--- src/rtl/fir_da_pkg.sv ---
package fir_da_pkg;

  localparam int DEF_UNIQUE = 33;
  localparam int DEF_CW     = 10;

  // Default symmetric half-set: a spread of mixed-sign values and a large centre tap.
  function automatic logic [DEF_UNIQUE*DEF_CW-1:0] default_coefs();
    logic [DEF_UNIQUE*DEF_CW-1:0] r;
    int v;
    r = '0;
    for (int k = 0; k < DEF_UNIQUE; k++) begin
      v = ((k * 37 + 11) % 201) - 100;
      if (k == DEF_UNIQUE - 1) v = 511;
      r[k*DEF_CW +: DEF_CW] = v[DEF_CW-1:0];
    end
    return r;
  endfunction

endpackage

--- src/rtl/fir_da_lut.sv ---
// Four-input coefficient-sum table: entry a holds the sum of the coefficients whose address bit is set.
module fir_da_lut #(
  parameter int CW = 10,
  parameter int TW = 12,
  parameter logic signed [CW-1:0] C0 = '0,
  parameter logic signed [CW-1:0] C1 = '0,
  parameter logic signed [CW-1:0] C2 = '0,
  parameter logic signed [CW-1:0] C3 = '0
) (
  input  logic [3:0]           addr,
  output logic signed [TW-1:0] psum
);

  logic signed [TW-1:0] rom [16];

  for (genvar a = 0; a < 16; a++) begin : g_ent
    localparam logic signed [TW-1:0] ENT =
        ((((a >> 0) & 1) != 0) ? TW'(C0) : TW'(0)) +
        ((((a >> 1) & 1) != 0) ? TW'(C1) : TW'(0)) +
        ((((a >> 2) & 1) != 0) ? TW'(C2) : TW'(0)) +
        ((((a >> 3) & 1) != 0) ? TW'(C3) : TW'(0));
    assign rom[a] = ENT;
  end

  assign psum = rom[addr];

endmodule

--- src/rtl/fir_da_plane.sv ---
// One bit plane: the unique taps grouped by four into tables, a single leftover tap gated by AND.
module fir_da_plane #(
  parameter int NU = 33,
  parameter int CW = 10,
  parameter int TW = 12,
  parameter int PW = 17,
  parameter int NG = (NU + 3) / 4,
  parameter logic [NG*4*CW-1:0] CPAD = '0
) (
  input  logic [NU-1:0]        bits,
  output logic signed [PW-1:0] psum
);

  logic signed [TW-1:0] part [NG];

  for (genvar g = 0; g < NG; g++) begin : g_grp
    localparam int NIN = ((NU - 4*g) >= 4) ? 4 : (NU - 4*g);
    if (NIN == 1) begin : g_and
      assign part[g] = bits[4*g] ? TW'($signed(CPAD[(4*g)*CW +: CW])) : TW'(0);
    end else begin : g_tbl
      logic [3:0] addr;
      for (genvar j = 0; j < 4; j++) begin : g_bit
        if (4*g + j < NU) begin : g_live
          assign addr[j] = bits[4*g + j];
        end else begin : g_tie
          assign addr[j] = 1'b0;
        end
      end
      fir_da_lut #(
        .CW(CW), .TW(TW),
        .C0($signed(CPAD[(4*g+0)*CW +: CW])),
        .C1($signed(CPAD[(4*g+1)*CW +: CW])),
        .C2($signed(CPAD[(4*g+2)*CW +: CW])),
        .C3($signed(CPAD[(4*g+3)*CW +: CW]))
      ) u_lut (
        .addr (addr),
        .psum (part[g])
      );
    end
  end

  always_comb begin
    psum = '0;
    for (int g = 0; g < NG; g++) psum = psum + PW'(part[g]);
  end

endmodule

--- src/rtl/fir_da_fold.sv ---
// Delay line, symmetric pre-adders and the two-bit-per-clock serializers.
module fir_da_fold #(
  parameter int NTAPS = 65,
  parameter int DW    = 12,
  parameter int NU    = (NTAPS + 1) / 2,
  parameter int SRW   = 14
) (
  input  logic                 clk,
  input  logic                 rst_n,
  input  logic                 load,
  input  logic                 step,
  input  logic signed [DW-1:0] sample,
  output logic [NU-1:0]        bit_lo,
  output logic [NU-1:0]        bit_hi
);

  logic signed [DW-1:0]  line_q [NTAPS];
  logic signed [DW-1:0]  nl     [NTAPS];
  logic signed [SRW-1:0] pre    [NU];
  logic [SRW-1:0]        sr_q   [NU];

  always_comb begin
    nl[0] = sample;
    for (int i = 1; i < NTAPS; i++) nl[i] = line_q[i-1];
  end

  for (genvar k = 0; k < NU; k++) begin : g_pre
    if (k == NTAPS - 1 - k) begin : g_mid
      assign pre[k] = SRW'(nl[k]);
    end else begin : g_pair
      assign pre[k] = SRW'(nl[k]) + SRW'(nl[NTAPS-1-k]);
    end
    assign bit_lo[k] = sr_q[k][0];
    assign bit_hi[k] = sr_q[k][1];
  end

  always_ff @(posedge clk or negedge rst_n) begin
    if (!rst_n) begin
      for (int i = 0; i < NTAPS; i++) line_q[i] <= '0;
      for (int k = 0; k < NU; k++)    sr_q[k]   <= '0;
    end else if (load) begin
      for (int i = 0; i < NTAPS; i++) line_q[i] <= nl[i];
      for (int k = 0; k < NU; k++)    sr_q[k]   <= pre[k];
    end else if (step) begin
      for (int k = 0; k < NU; k++)    sr_q[k]   <= sr_q[k] >> 2;
    end
  end

  AST_LINE_HOLD: assert property (@(posedge clk) disable iff (!rst_n)
    !load |=> $stable(line_q[0]));

endmodule

--- src/rtl/fir_da_folded.sv ---
module fir_da_folded #(
  parameter int NTAPS = 65,
  parameter int DW    = 12,
  parameter int CW    = 10,
  parameter logic [((NTAPS+1)/2)*CW-1:0] COEFS = fir_da_pkg::default_coefs(),
  parameter int OW    = DW + CW + $clog2(NTAPS)
) (
  input  logic          clk,
  input  logic          rst_n,
  input  logic          in_valid,
  output logic          in_ready,
  input  logic [DW-1:0] in_data,
  output logic          out_valid,
  output logic [OW-1:0] out_data
);

  localparam int NU   = (NTAPS + 1) / 2;
  localparam int NG   = (NU + 3) / 4;
  localparam int ND   = (DW + 2) / 2;
  localparam int SRW  = 2 * ND;
  localparam int TW   = CW + 2;
  localparam int PW   = CW + $clog2(NU) + 1;
  localparam int DSW  = PW + 2;
  localparam int SH   = 2 * (ND - 1);
  localparam int AW   = DSW + SH + 1;
  localparam int CNTW = $clog2(ND);
  localparam logic [NG*4*CW-1:0] CPAD = (NG*4*CW)'(COEFS);

  logic            busy_q;
  logic [CNTW-1:0] cnt_q;
  logic            last, first, accept;
  logic [NU-1:0]   bit_lo, bit_hi;
  logic signed [PW-1:0]  p_lo, p_hi;
  logic signed [DSW-1:0] hi2, dsum;
  logic signed [AW-1:0]  acc_q, acc_base, acc_next;

  assign last     = busy_q && (cnt_q == CNTW'(ND - 1));
  assign first    = (cnt_q == '0);
  assign in_ready = !busy_q || last;
  assign accept   = in_valid && in_ready;

  fir_da_fold #(.NTAPS(NTAPS), .DW(DW), .NU(NU), .SRW(SRW)) u_fold (
    .clk    (clk),
    .rst_n  (rst_n),
    .load   (accept),
    .step   (busy_q),
    .sample ($signed(in_data)),
    .bit_lo (bit_lo),
    .bit_hi (bit_hi)
  );

  fir_da_plane #(.NU(NU), .CW(CW), .TW(TW), .PW(PW), .NG(NG), .CPAD(CPAD)) u_plane_lo (
    .bits (bit_lo),
    .psum (p_lo)
  );

  fir_da_plane #(.NU(NU), .CW(CW), .TW(TW), .PW(PW), .NG(NG), .CPAD(CPAD)) u_plane_hi (
    .bits (bit_hi),
    .psum (p_hi)
  );

  // Digit sum: high plane weighted by two; the top bit of the final digit carries negative weight.
  always_comb begin
    hi2 = DSW'(p_hi) <<< 1;
    if (last) dsum = DSW'(p_lo) - hi2;
    else      dsum = DSW'(p_lo) + hi2;
    if (first) acc_base = '0;
    else       acc_base = acc_q >>> 2;
    acc_next = acc_base + (AW'(dsum) <<< SH);
  end

  always_ff @(posedge clk or negedge rst_n) begin
    if (!rst_n) begin
      busy_q    <= 1'b0;
      cnt_q     <= '0;
      acc_q     <= '0;
      out_valid <= 1'b0;
      out_data  <= '0;
    end else begin
      if (accept) begin
        busy_q <= 1'b1;
        cnt_q  <= '0;
      end else if (last) begin
        busy_q <= 1'b0;
        cnt_q  <= '0;
      end else if (busy_q) begin
        cnt_q  <= cnt_q + 1'b1;
      end
      if (busy_q) acc_q <= acc_next;
      out_valid <= last;
      if (last) out_data <= OW'(acc_next);
    end
  end

  AST_READY_DROP: assert property (@(posedge clk) disable iff (!rst_n)
    (in_valid && in_ready) |=> !in_ready);

  AST_SINGLE_PULSE: assert property (@(posedge clk) disable iff (!rst_n)
    out_valid |=> !out_valid);

  AST_PULSE_FROM_WORK: assert property (@(posedge clk) disable iff (!rst_n)
    $rose(out_valid) |-> $past(busy_q));

  AST_OUT_HOLD: assert property (@(posedge clk) disable iff (!rst_n)
    !out_valid |-> $stable(out_data));

endmodule

--- config.mk ---
export PLATFORM = sky130hd
export DESIGN_NAME = fir_da_folded
export DESIGN_NICKNAME = d
export VERILOG_FILES = /design/src/rtl/fir_da_pkg.sv /design/src/rtl/fir_da_lut.sv /design/src/rtl/fir_da_plane.sv /design/src/rtl/fir_da_fold.sv /design/src/rtl/fir_da_folded.sv
export SDC_FILE = /design/constraint.sdc
export NUM_CORES = 2
export LEC_CHECK = 0
export BUFFER_PORTS_ARGS = -buffer_cell sky130_fd_sc_hd__buf_2
export CAP_MARGIN = 20
export CORE_UTILIZATION = 37
export CTS_CLUSTER_DIAMETER = 50
export DETAILED_ROUTE_END_ITERATION = 16
export GPL_ROUTABILITY_DRIVEN = 0
export PLACE_DENSITY_LB_ADDON = 0.1
export SYNTH_ARGS = -nofsm -noshare
export SYNTH_HDL_FRONTEND = slang
export SYNTH_SLANG_ARGS = --single-unit
--- constraint.sdc ---
create_clock -name clk -period 10.2 [get_ports clk]
set_input_delay 1.53 -clock clk [delete_from_list [all_inputs] [get_ports clk]]
set_output_delay 1.53 -clock clk [all_outputs]
set_load 0.01 [all_outputs]
# == Word-level counts from Yosys, hierarchy flattened ==
# Memory sizes are Yosys's and may differ from the RTL's.
# Cells that the tools add are included.
# totals
elab_cells,254
reg_bits,1296
output_inout_bits,31
memories,16
inputBits,15
rom_bits,3072
# mem_list
name,words,width,read_ports,rd_ports_with_merged_regs,write_ports,line_no,text
(no name shown),16,12,1,0,0,fir_da_lut.sv:25,assign psum = rom[addr];
(no name shown),16,12,1,0,0,fir_da_lut.sv:25,
(no name shown),16,12,1,0,0,fir_da_lut.sv:25,
(no name shown),16,12,1,0,0,fir_da_lut.sv:25,
(no name shown),16,12,1,0,0,fir_da_lut.sv:25,
(no name shown),16,12,1,0,0,fir_da_lut.sv:25,
10 more memories,-,-,-,-,-,-,
# classes
bitwise_logic,16
reduce_logical,8
n_mux,43
n_eq_ne,1
add_sub_neg,52
magnitude_cmp,16
# op_table
operator,count
462-bit 2-to-1 mux,2
12-bit by 12-bit adder with 13-bit output,34
12-bit 2-to-1 mux,32
17-bit by 12-bit adder with 17-bit output,10
5-bit greater-or-equal comparator (second input constant),16
4-bit NOT with 5-bit output,16
17-bit by 10-bit adder with 17-bit output,2
32-bit by 31-bit adder with 32-bit output,1
32-bit 2-to-1 mux,1
13-bit by 12-bit adder with 14-bit output,2
17-bit by 18-bit adder with 19-bit output,1
19-bit 2-to-1 mux,1
17-bit by 18-bit subtractor with 19-bit output,1
9-bit 2-to-1 mux,2
3-bit 2-to-1 mux,3
2-bit nonzero test,2
3-bit by 1-bit adder with 3-bit output (second input constant),1
3-bit equality test (second input constant),1
3-bit zero test,1
3-bit nonzero test,1
1-bit logical AND,2
1-bit 2-to-1 mux,2
1-bit zero test,1
1-bit logical OR,1

# == Logic depth before layout (Yosys ltp) ==
# logic_depth
ltp_word,15
mapped_depth,47
ltp_nobuf,46

# == Hierarchy ==
# A second synthesis with hierarchy kept.
# hier_totals
hier_cells,7479
hier_area_um2,80338.3
# by_module_without_submodules
mod,cells_each,area_per_inst_um2,n_inst,seq_area_each_um2
fir_da_fold,5758,65496.6,1,29953.7
fir_da_folded,552,4680.7,1,1601.5
fir_da_plane at u_plane_lo,310,2881.5,1,0.0
fir_da_plane at u_plane_hi,306,2877.8,1,0.0
fir_da_lut at u_plane_hi.g_grp[5].g_tbl.u_lut ...,39,325.3,2,0.0
fir_da_lut at u_plane_hi.g_grp[4].g_tbl.u_lut ...,38,310.3,2,0.0
fir_da_lut at u_plane_hi.g_grp[7].g_tbl.u_lut ...,34,301.5,2,0.0
fir_da_lut at u_plane_hi.g_grp[6].g_tbl.u_lut ...,25,198.9,2,0.0
fir_da_lut at u_plane_hi.g_grp[0].g_tbl.u_lut,46,352.8,1,0.0
fir_da_lut at u_plane_lo.g_grp[0].g_tbl.u_lut,45,349.1,1,0.0
fir_da_lut at u_plane_lo.g_grp[2].g_tbl.u_lut,33,282.8,1,0.0
fir_da_lut at u_plane_lo.g_grp[1].g_tbl.u_lut,35,257.7,1,0.0
fir_da_lut at u_plane_hi.g_grp[1].g_tbl.u_lut,35,255.2,1,0.0
fir_da_lut at u_plane_hi.g_grp[2].g_tbl.u_lut,34,254.0,1,0.0
+2 rows,-,-,-,-

# == Least setup slack after synthesis ==
# No wires, ideal clock.
# synth_path
path_kind,reg-to-reg
from,"reg u_fold.sr_q, in the netlist u_fold.bit_hi[2]"
to,reg acc_q[30]
synth_period_minus_slack_ns,9.341
setup_ns,0.116
arrival_time_ns,9.225
stages_incl_launch_ff,43
required_time_ns,10.084
path_slack_ns,0.859
path_buffers,1
path_cell_list,dfrtp_1 clkbuf_1 clkinv_1 ha_1 o21ai_0 fa_1 inv_1 ha_1 inv_1 fa_1 inv_1 a21oi_1 o21ai_0 a21oi_1 o21bai_1 a21o_1 a21o_1 xor2_1 (+7 left out) nand2_1 o31ai_1 nor2_1 or4_1 nand2_1 xor2_1 ha_1 or3_1 o31a_1 xor2_1 ha_1 and3_1 nand2_1 o21ai_0 o21ai_0 o21ai_0 a21oi_1 o311ai_0
# synth_between
elab_chain_len,15
word_cells_on_any_way,16
cone_classes,add/sub: 11; mux: 3; bitwise: 1; memory: 1
# synth_rtl
item,line_no,text
"start, declared",fir_da_fold.sv:20,logic [SRW-1:0] sr_q [NU];
4-bit NOT with 5-bit output (not written as such) *,fir_da_lut.sv:25,
memory read 16 x 12 bit *,-,
12-bit 2-to-1 mux (not written as such) * (2 in a row),fir_da_lut.sv:25,
12-bit by 12-bit adder with 13-bit output *,fir_da_plane.sv:44,for (int g = 0; g < NG; g++) psum = psum + PW'(part[g]);
13-bit by 12-bit adder with 14-bit output *,fir_da_plane.sv:44,
17-bit by 12-bit adder with 17-bit output * (5 in a row),fir_da_plane.sv:44,
17-bit by 10-bit adder with 17-bit output *,fir_da_plane.sv:44,
17-bit by 18-bit adder with 19-bit output / 17-bit by 18-bit subtractor with 19-bit output (equally long branches),"fir_da_folded.sv:66, fir_da_folded.sv:65",
19-bit 2-to-1 mux *,fir_da_folded.sv:65,if (last) dsum = DSW'(p_lo) - hi2;
32-bit by 31-bit adder with 32-bit output *,fir_da_folded.sv:69,acc_next = acc_base + (AW'(dsum) <<< SH);
"end signal, assigned",fir_da_folded.sv:89,if (busy_q) acc_q <= acc_next;
"end, declared",fir_da_folded.sv:35,"logic signed [AW-1:0] acc_q, acc_base, acc_next;"
# Every way passes the cells marked *; elsewhere a longest branch is shown, timed or not. The select of a mux whose other input is x is not followed.
# A chain may end at the register's enable or synchronous reset.

# == Final worst setup path ==
# layout_path
from,"reg u_fold.sr_q, in the netlist u_fold.bit_hi[1]"
to,reg acc_q[30]
# Same word-level chain as after synthesis.

==> impl_metrics.py <==
metrics = {
    "worst_setup_path": {
        "rr_startpoint": "u_fold.bit_hi[1]",
        "worstRegToRegCells": 43,
        "arrival_ps": 10260,
        "cp_common_cell": "ha_1",
        "crit_path_end": "acc_q[30]",
        "timing.rr.end": "acc_q[30]",
        "crit_slowest_cell": "fa_1",
        "critPathCaptureType": "register",
        "cpPeakStageDelay_ps": 610,
        "crit_fanout": 6,
        "rrSetupSlack_ps": 610,
        "startpoint": "u_fold.bit_hi[1]",
        "critical_path_class": "register to register",
        "critPathLaunchType": "register",
        "cp.required_ps": 10870,
    },
    "placed_design": {
        "hpwl_um": 134000,
        "dp_cells": 10700,
        "portBuffers": 45,
        "place_area_um2": 76400,
    },
    "clock_network": {
        "cts.path.max_buffers": 3,
        "cts_tree": "done",
        "cts_root_buf": "clkbuf_16",
        "cts_hold_buffers": 0,
        "htreeDepth": 4,
        "cts_made_buffers": 176,
        "cts.sinks": 1261,
        "clk_pin_slew_ps": 60,
        "clock_latency_ps": 830,
    },
    "die": {
        "io_pins": 46,
        "placementRows": 163,
        "core_um2": 197000,
        "die_h_um": 448,
        "dieArea_um2": 200000,
        "die_w_um": 448,
        "start_util_pct": 37.2,
    },
    "global_route": {
        "grt_pass1_wl_um": 323000,
        "grt_pass1_vias": 56500,
        "grt_max_degree": 202,
        "globalRouteTotalUtil_pct": 20.1,
        "antenna_found_initial": 13,
        "grt.overflow.total": 0,
    },
    "yosys": {
        "synth.distinct_cells": 69,
        "syn_avg_cell_area_um2": 8.78,
        "syn-instance-count": 8369,
        "synthFlopType": "dfrtp_1",
        "ys_seq_area_share_pct": 42.9,
        "syn_area_um2": 73500,
        "synth_edf_count": 0,
        "synth_fp_nets": 9146,
        "async_reset_ff_share_pct": 100,
        "ys_seq_elements": 1261,
        "yosysWarnings": 0,
    },
    "finish": {
        "layout.nets": 9052,
        "area_delta_synth_final_pct": 12.4,
        "final_cell_mix": "nand2_1 (2568), dfrtp_1 (1260), inv_1 (626)",
        "final_cells": 11100,
        "multi_input_area_um2": 38200,
        "drive_gt1_share_pct": 6.27,
        "fill_cells": 19800,
        "seqCellArea_um2": 31600,
        "fin_area_um2": 82600,
        "final_common_cell": "nand2_1",
    },
    "timing": {
        "timing.final.crit_share_pct": 94.0,
        "fin_setup_tns_ps": 0,
        "grt_setup_unrepaired": "no",
        "slew_headroom_pct": 25.8,
        "setup_violations": 0,
        "slew_viol_final": 0,
        "fmax_ghz": 0.104,
        "fin_skew_ps": 53.6,
        "hold_viol_final": 0,
        "worst_slew_pin_slew_ps": 1110,
        "min_period_ps": 9590,
    },
    "status": {
        "status": "complete, no violations",
    },
    "worst_hold_path": {
        "holdCritPathClass": "register to register",
        "min_path_cells": 2,
        "hp-start": "out_data[5]",
    },
    "routing": {
        "drc": 0,
        "via_count": 56300,
        "postRouteAntennaNets": 0,
        "dr.pass1.iters": 6,
        "routed_wl_um": 198000,
        "routed_via_density": 5.09,
        "drtIter0Drc": 3783,
        "wl_per_cell_um": 17.9,
    },
    "job": {
        "max_cap_viol_count": 0,
    },
}
flip-flops by register name, summed over array words and instances (netlist names):
register and count:
u_fold.line_q 768, cnt_q 3, u_fold.bit_hi 33, out_data 29, acc_q 30, busy_q 1, u_fold.sr_q 363, out_valid 1
u_fold.bit_lo 33
kinds of logic (layout without fill, tap and decap cells):
group	Yosys count	count (layout)	share of synthesized area, %
buffers and inverters	1013	1065	5.17
AOI/OAI and AO/OA	1628	1628	13.9
adders and majority gates	762	762	14.7
muxes	107	107	1.59
and+or+nand+nor	3337	3337	18.6
xor gates and xnor gates	261	261	3.13
DFF	1261	1261	42.9
other	0	1	0
through the flow:
step / util (%) / setup slack [ps] / hold WS (ps)
after floorplan: - / 859 / 439
after global placement: 38.7 / 389 / 457
after detailed placement: 38.7 / 195 / 464
after CTS: 41.8 / 209 / 468
after global routing: 41.8 / 10.9 / 500
final: 41.8 / 609 / 471
worst max-delay path: cells and delay by family (launching register included):
kind                     cells  cell delay (ps)
buffers and inverters        4              410
flip-flops                   1              400
AO/OA/AOI/OAI               20             3440
AND/OR/NAND/NOR              7              730
adder cells (fa/ha/maj)     10             3970
XOR/XNOR                     2              520
routing by layer:
| metal | wire length, um | GRT usage, % | vias up |
|---|---|---|---|
| met5 | 28 | 0 | - |
| met4 | 4180 | 5.18 | 4 |
| met3 | 6730 | 2.62 | 236 |
| met2 | 86700 | 30.4 | 812 |
| met1 | 101000 | 30.0 | 27500 |
| li1 | - | - | 27800 |
cells in the mapped netlist, types with 15 or more instances:
master / number / area [um2]
a211oi_1: 86 / 646
a21boi_0: 124 / 931
a21o_1: 61 / 458
a21oi_1: 370 / 1850
a221o_1: 28 / 280
a22oi_1: 32 / 240
a31oi_1: 39 / 244
a32oi_1: 34 / 298
and2_1: 19 / 119
and3_1: 38 / 238
buf_1: 24 / 90.1
clkbuf_1: 360 / 1350
dfrtp_1: 1261 / 31600
fa_1: 170 / 3400
ha_1: 592 / 7410
inv_1: 626 / 2350
mux2_2: 58 / 653
mux2i_1: 47 / 470
nand2_1: 2570 / 9650
nand2b_1: 28 / 175
nand3_1: 29 / 145
nand3b_1: 18 / 135
nor2_1: 341 / 1280
nor2b_1: 82 / 513
nor3_1: 78 / 390
nor3b_1: 51 / 383
nor4b_1: 32 / 280
o21a_1: 17 / 128
o21ai_0: 517 / 2590
o221a_2: 32 / 360
o22ai_1: 111 / 694
o31a_1: 15 / 131
o31ai_1: 52 / 390
o32ai_1: 33 / 289
o41ai_1: 34 / 298
or4_1: 34 / 255
xnor2_1: 181 / 1590
xor2_1: 79 / 692
final cells by class:
class | count | share of cell area (%)
multi-input cells | 6095 | 46.3
inverters | 629 | 2.86
repair buffers | 112 | 1.16
diodes | 1 | 0.00303
clock inverters | 98 | 1.60
well taps | 2640 | 4.00
clock buffers | 226 | 5.92
flip-flops and latches | 1261 | 38.2
how the worst min path moves through the flow:
| stage | endpoint |
|---|---|
| final | out_data[5] |
| after global routing | out_data[27] |
| after CTS | u_fold.bit_lo[19] |
| after floorplan | u_fold.bit_lo[14] |
| after detailed placement | out_data[28] |
| after global placement | out_data[7] |
what timing repair did:
action / 4_1_cts / 5_1_grt
resized for setup: 0 / 11
setup buffers: 0 / 1
endpoints found under the setup margin: 0 / 9
Power is left out: the tool's default activity adds up to more than one toggle a clock period on the data nets, which glitch-free logic cannot reach.
